==> src/rtl/moesi_pkg.sv <==
package moesi_pkg;
  typedef enum logic [2:0] {
    ST_I = 3'd0,
    ST_S = 3'd1,
    ST_E = 3'd2,
    ST_O = 3'd3,
    ST_M = 3'd4
  } line_st_e;

  localparam int ST_W = 3;
endpackage

==> src/rtl/moesi_arbiter.sv <==
module moesi_arbiter #(
  parameter int N_CACHE = 3,
  localparam int IDW = (N_CACHE > 1) ? $clog2(N_CACHE) : 1
) (
  input  logic [N_CACHE-1:0] rd_req,
  input  logic [N_CACHE-1:0] wr_req,
  output logic               gnt_vld,
  output logic [IDW-1:0]     gnt_idx,
  output logic               gnt_wr
);
  logic [N_CACHE-1:0] any_req;

  assign any_req = rd_req | wr_req;

  // fixed priority: scan downward so the lowest requester is the last written
  always_comb begin
    gnt_vld = 1'b0;
    gnt_idx = '0;
    gnt_wr  = 1'b0;
    for (int i = N_CACHE - 1; i >= 0; i--) begin
      if (any_req[i]) begin
        gnt_vld = 1'b1;
        gnt_idx = IDW'(i);
        gnt_wr  = wr_req[i];
      end
    end
  end

  // no requester below the granted index
  always_comb begin
    if (gnt_vld) begin
      for (int j = 0; j < N_CACHE; j++) begin
        if (j < int'(gnt_idx)) begin
          assert_grant_lowest_R8: assert (!any_req[j]);
        end
      end
    end
  end
endmodule

==> src/rtl/moesi_next.sv <==
module moesi_next
  import moesi_pkg::*;
(
  input  line_st_e cur,
  input  logic     gnt_vld,
  input  logic     gnt_wr,
  input  logic     is_self,
  input  logic     peers_hold,
  output line_st_e nxt
);
  always_comb begin
    nxt = cur;
    if (gnt_vld) begin
      if (gnt_wr) begin
        nxt = is_self ? ST_M : ST_I;
      end else if (is_self) begin
        if (cur == ST_I) nxt = peers_hold ? ST_S : ST_E;
      end else begin
        unique case (cur)
          ST_M:    nxt = ST_O;
          ST_E:    nxt = ST_S;
          default: nxt = cur;
        endcase
      end
    end
  end
endmodule

==> src/rtl/moesi_tracker.sv <==
module moesi_tracker
  import moesi_pkg::*;
#(
  parameter int N_CACHE = 3,
  localparam int IDW = (N_CACHE > 1) ? $clog2(N_CACHE) : 1
) (
  input  logic                    clk,
  input  logic                    rst_n,
  input  logic [N_CACHE-1:0]      rd_req,
  input  logic [N_CACHE-1:0]      wr_req,
  output logic [ST_W*N_CACHE-1:0] line_state,
  output logic                    peer_supply,
  output logic [IDW-1:0]          peer_id
);
  logic [1:0] rst_sync_q;
  logic       rst_int_n;

  always_ff @(posedge clk or negedge rst_n) begin
    if (!rst_n) rst_sync_q <= 2'b00;
    else        rst_sync_q <= {rst_sync_q[0], 1'b1};
  end
  assign rst_int_n = rst_sync_q[1];

  logic           gnt_vld, gnt_wr;
  logic [IDW-1:0] gnt_idx;

  moesi_arbiter #(.N_CACHE(N_CACHE)) u_arb (
    .rd_req (rd_req),
    .wr_req (wr_req),
    .gnt_vld(gnt_vld),
    .gnt_idx(gnt_idx),
    .gnt_wr (gnt_wr)
  );

  line_st_e           st_q [N_CACHE];
  line_st_e           st_d [N_CACHE];
  logic [N_CACHE-1:0] hold_vec, own_vec, dirty_vec, m_vec;

  genvar k;
  generate
    for (k = 0; k < N_CACHE; k++) begin : g_cache
      logic is_self;
      assign is_self      = (gnt_idx == IDW'(k));
      assign hold_vec[k]  = (st_q[k] != ST_I);
      assign own_vec[k]   = (st_q[k] == ST_M) || (st_q[k] == ST_O) || (st_q[k] == ST_E);
      assign dirty_vec[k] = (st_q[k] == ST_M) || (st_q[k] == ST_O);
      assign m_vec[k]     = (st_q[k] == ST_M);

      moesi_next u_next (
        .cur       (st_q[k]),
        .gnt_vld   (gnt_vld),
        .gnt_wr    (gnt_wr),
        .is_self   (is_self),
        .peers_hold(|(hold_vec & ~(N_CACHE'(1) << k))),
        .nxt       (st_d[k])
      );

      always_ff @(posedge clk or negedge rst_int_n) begin
        if (!rst_int_n)   st_q[k] <= ST_I;
        else if (gnt_vld) st_q[k] <= st_d[k];
      end

      assign line_state[ST_W*k +: ST_W] = st_q[k];
    end
  endgenerate

  // data source for a read miss
  logic           rd_miss, sup_d;
  logic [IDW-1:0] sup_id_d;

  always_comb begin
    rd_miss  = gnt_vld && !gnt_wr && !hold_vec[gnt_idx];
    sup_d    = 1'b0;
    sup_id_d = '0;
    for (int i = 0; i < N_CACHE; i++) begin
      if (rd_miss && dirty_vec[i]) begin
        sup_d    = 1'b1;
        sup_id_d = IDW'(i);
      end
    end
  end

  always_ff @(posedge clk or negedge rst_int_n) begin
    if (!rst_int_n) begin
      peer_supply <= 1'b0;
      peer_id     <= '0;
    end else begin
      peer_supply <= sup_d;
      if (sup_d) peer_id <= sup_id_d;
    end
  end

  logic rd_hit;
  assign rd_hit = gnt_vld && !gnt_wr && hold_vec[gnt_idx];

  assert_single_owner_R9: assert property (@(posedge clk) disable iff (!rst_int_n)
    $countones(own_vec) <= 1);

  assert_write_wins_R2: assert property (@(posedge clk) disable iff (!rst_int_n)
    (gnt_vld && gnt_wr) |=> ($countones(m_vec) == 1 && $countones(hold_vec) == 1));

  assert_supplier_owned_R4: assert property (@(posedge clk) disable iff (!rst_int_n)
    peer_supply |-> (st_q[peer_id] == ST_O));

  assert_hit_stable_R7: assert property (@(posedge clk) disable iff (!rst_int_n)
    rd_hit |=> ($stable(line_state) && !peer_supply));

  assert_req_served_R8: assert property (@(posedge clk) disable iff (!rst_int_n)
    (|(rd_req | wr_req)) |-> gnt_vld);
endmodule

==> config.mk <==
export PLATFORM = sky130hd
export DESIGN_NAME = moesi_tracker
export DESIGN_NICKNAME = d
export VERILOG_FILES = /design/src/rtl/moesi_pkg.sv /design/src/rtl/moesi_arbiter.sv /design/src/rtl/moesi_next.sv /design/src/rtl/moesi_tracker.sv
export SDC_FILE = /design/constraint.sdc
export NUM_CORES = 1
export LEC_CHECK = 0
export ABC_CLOCK_PERIOD_IN_PS = 1250
export BUFFER_PORTS_ARGS = -buffer_cell sky130_fd_sc_hd__buf_2
export CAP_MARGIN = 20
export CORE_MARGIN = 4
export CORE_UTILIZATION = 55
export CTS_CLUSTER_DIAMETER = 100
export DETAILED_ROUTE_END_ITERATION = 8
export PLACE_DENSITY = 0.81
export SKIP_CTS_REPAIR_TIMING = 1
export SLEW_MARGIN = 0
export SYNTH_ARGS = -nofsm -noshare
export SYNTH_HDL_FRONTEND = slang
export SYNTH_SLANG_ARGS = --single-unit
==> constraint.sdc <==
create_clock -name clk -period 1.25 [get_ports clk]
set_clock_uncertainty 0.2 [all_clocks]
set_input_delay 0.125 -clock clk [delete_from_list [all_inputs] [get_ports clk]]
set_output_delay 0.125 -clock clk [all_outputs]
set_load 0.05 [all_outputs]
==> key figures, run 1 <==
Outcome
  • Status: aborted with a tool error
  • Stopped at: global routing
  • Err: [ERROR DPL-0038] Utilization greater than 100%, impossible to legalize

Synth
  • Post-synth cell types: 40
  • Seq cells post-synth: 14
  • Post-synth top flop: dfrtp_1
  • Mapped Nets: 109
  • Synthesized area: 858.3 um2
  • Post-synth top area share: 40.82%
  • Cell taking the most area after synthesis: dfrtp_1
  • Register area share after synthesis: 40.82%
  • Synth area leaders: dfrtp_1 41%, nor2_1 5.7%, a21oi_1 5.2%
  • Synth warn: 0
  • Post-synth EDFFs: 0
  • Asr flop ratio synth: 100.0%
  • Synthesized area per cell: 8.498 um2
  • Synth Instances: 101

Floorplan
  • Die X: 47.51 um
  • Die Ht: 47.51 um
  • Initial core utilization: 62.08%
  • Site Rows: 13
  • I/O Pins: 20

Place
  • DP Wirelength: 1958 um
  • IO Port Bufs: 19
  • GPL Wtd Cong: 0.8292

Clocking
  • H-tree Lvls: 1
  • Root buffer selected by CTS: clkbuf_4
  • CTS Buf Count: 3
  • Max Root-Sink Buffers: 2
  • CTS Sinks: 14

Global routing
  • Largest net degree at the start of global routing: 13

STA
  • Grt repair worst endpoint: line_state[7]$_DFFE_PN0P_/D
  • Worst endpoint type: register data pin
-- cell families after synthesis --
family / after synthesis / share of synthesized area (%)
other cells: 1 / 0.4369
xor+xnor: 1 / 1.021
buf+inv: 8 / 5.538
simple gates: 43 / 25.36
compound gates: 34 / 26.82
flops: 14 / 40.82
-- metrics by stage --
step	worst slack (ps)	area (um2)	util, %	instances	TNS [ps]
after floorplan	-493.2	947.2	-	101	-3876
after global placement	-428.1	1244	89.95	163	-3610
after detailed placement	-463.1	1244	89.95	163	-4149
after CTS	-451.2	1280	92.58	167	-5298
-- cell usage after synthesis, types with 2 or more instances --
cell type	count
dfrtp_1	14
nor2_1	13
nand2_1	12
a21oi_1	9
o21ai_0	6
nor3_1	4
nand3_1	3
o21ai_1	3
buf_4	2
inv_1	2
nor2b_1	2
nor3b_1	2
o22ai_1	2
==> run 2: changes to the inputs <==
--- a/config.mk
+++ b/config.mk
@@ -8,11 +8,10 @@
 export ABC_CLOCK_PERIOD_IN_PS = 1250
 export BUFFER_PORTS_ARGS = -buffer_cell sky130_fd_sc_hd__buf_2
 export CAP_MARGIN = 20
-export CORE_MARGIN = 4
-export CORE_UTILIZATION = 55
-export CTS_CLUSTER_DIAMETER = 100
+export CORE_AREA = 4 4 65 67
 export DETAILED_ROUTE_END_ITERATION = 8
-export PLACE_DENSITY = 0.81
+export DIE_AREA = 0 0 69 71
+export PLACE_DENSITY_LB_ADDON = 0.15
 export SKIP_CTS_REPAIR_TIMING = 1
 export SLEW_MARGIN = 0
 export SYNTH_ARGS = -nofsm -noshare
==> key figures, run 2 <==
Outcome
  • Status: finished, violations left
  • Failing checks: negative hold slack, negative setup slack

Clocking
  • Root buffer selected by CTS: clkbuf_8
  • CTS Buf Count: 3
  • CTS Sinks: 14
  • Max Root-Sink Buffers: 2
  • Clock slew at reported path FFs: 60 ps
  • CTS tree: yes
  • H-tree Lvls: 1
  • Clk Latency, worst-skew pair: 250 ps

Synth
  • Post-synth top area share: 40.82%
  • Post-synth EDFFs: 0
  • Cell taking the most area after synthesis: dfrtp_1
  • Post-synth top flop: dfrtp_1
  • Mapped Nets: 109
  • Synthesized area: 858.3 um2
  • Synth top cells by count: 14 x dfrtp_1, 13 x nor2_1, 12 x nand2_1
  • Asr flop ratio synth: 100.0%
  • Synthesized area per cell: 8.498 um2
  • Synth area leaders: dfrtp_1 41%, nor2_1 5.7%, a21oi_1 5.2%
  • Synth warn: 0
  • Synth Instances: 101
  • Seq cells post-synth: 14
  • Cell with the most instances after synthesis: dfrtp_1
  • Post-synth cell types: 40
  • Register area share after synthesis: 40.82%

STA
  • Final Slew Violations: 0
  • Endpoints failing setup: 21
  • Fmax: 621.0 MHz
  • Crit path setup slack, layout: -360.3 ps
  • Worst hold margin: -21.24 ps
  • Final hold vios: 8
  • Period utilization: 128.8%
  • Final Critical Period: 1610 ps
  • Unrepaired setup endpoints after global routing: true

Power and ir drop
  • Standby leakage power: 0.6540 nW
  • Pwr dens: 1074 mW/mm2
  • Peak VDD IR: 0.3137 mV
  • Total power: 1.578 mW

Floorplan
  • Die X: 69 um
  • Die Ht: 71 um
  • Die area: 0.004899 mm2
  • I/O Pins: 20
  • Initial core utilization: 23.62%
  • Core area: 0.003633 mm2
  • Site Rows: 22

Drt
  • Remaining DRCs: 0
  • TritonRoute pass-1 iters: 4
  • Metal-1 WL: 1188 um
  • Met2 WL: 1225 um
  • Number of DRC markers in iteration 0: 33
  • Vias: 944
  • DRT antenna net count: 0
  • Routed length per placed instance: 12.99 um
  • WL final: 2572 um
  • DR WL met3: 111 um
  • Vias/cell: 4.768
  • Top sig layer: met4

Setup path
  • Nature of the critical path endpoint: register
  • Reg2Reg Setup Slack: -360 ps
  • Crit path kind: reg -> reg
  • Worst r2r path cells: 5
  • RR Startpoint: line_state[1]
  • Critical Path Fanout Max: 4
  • Critical Path RT: 1190 ps
  • Capturing point of the worst reg2reg path: line_state[6]
  • Startpoint Class: register
  • Critical Path AT: 1550 ps

Place
  • GPL Wtd Cong: 0.7785
  • DP Wirelength: 1999 um
  • IO Port Bufs: 19

Worst hold path
  • Min-Delay Path Class: reg -> async

Cells and area
  • Most frequent cells in the layout: 22 x buf_4, 12 x nand2_1, 11 x nor2_1, 11 x buf_6, 10 x buf_2
  • Area grow syn2layout: 71.28%
  • Commonest non-fill, non-tap cell in the layout: buf_4
  • N_diodes: 0
  • Post-layout util: 40.46%
  • Nets: 159
  • Max FFs per register: 9
  • Layout cell share with drive strength beyond 1: 52.67%

Run
  • Max-cap viol count: 0

Global routing
  • Overflow after GRT: 0
  • Largest net degree at the start of global routing: 10
  • Number of global-route vias before repair: 941
  • Initial antenna violation count: 0
  • Total track usage: 11.32%
  • First-pass GRT wire length: 4436 um
[run 2: cell counts after synthesis]
No cell type changed its count.
[run 2: how the worst max path moves through the flow]
stage | slack (ps) | endpoint | from
floorplan | -490 | peer_id[0] | line_state[6]
global placement | -440 | line_state[6] | wr_req[0]
detailed placement | -470 | line_state[6] | wr_req[0]
CTS | -350 | line_state[0] | line_state[8]
global route | -440 | line_state[6] | line_state[1]
finish | -360 | line_state[6] | line_state[1]
[run 2: final cells by class]
type | instances | area, um2
timing repair buffer | 51 | 444.2
tap | 48 | 60.06
multi-input combinational | 79 | 539.3
fill | 398 | 2163
inverter | 2 | 7.507
clock buffer | 4 | 55.05
sequential | 14 | 364.1
[run 2: critical path, stage by stage, from the launching register on]
cell and delay, ps:
dfrtp_4 500, nor3_4 300, a2111oi_2 120, a21oi_1 150
o21ai_1 80, o21a_1 160
[run 2: kinds of logic (layout without fill, tap and decap cells)]
group                     count (synthesis)  count (layout)  share of synthesized area [%]
DFF                                      14              14                          40.82
buffers and inverters                     8              57                          5.538
other                                     1               1                         0.4369
xor gates and xnor gates                  1               1                          1.021
AOI/OAI and AO/OA                        34              34                          26.82
and+or+nand+nor                          43              43                          25.36
[run 2: report_power, final]
part           internal, mW  switching (mW)  total (mW)  leakage (nW)
sequential            0.498          0.0351       0.533         0.170
combinational         0.242           0.338       0.579         0.455
clock                 0.280           0.186       0.466        0.0288
[run 2: per-stage QoR]
stage,TNS (ps),cells,cell area [um2],worst slack (ps)
final,-3588,198,1470,-360.3
after floorplan,-3876,101,947.2,-493.2
after CTS,-4484,194,1295,-346.9
after detailed placement,-3776,190,1240,-465.2
after global routing,-4883,198,1470,-437.2
after global placement,-3500,190,1240,-437.7
[run 2: layer usage]
metal / vias up / global-route usage, %
met2: 19 / 18.11
met1: 453 / 14.41
met3: 4 / 2.699
li1: 468 / -
met5: - / 0
met4: 0 / 5.206
No activity file was read; power rests on OpenSTA's default activity.
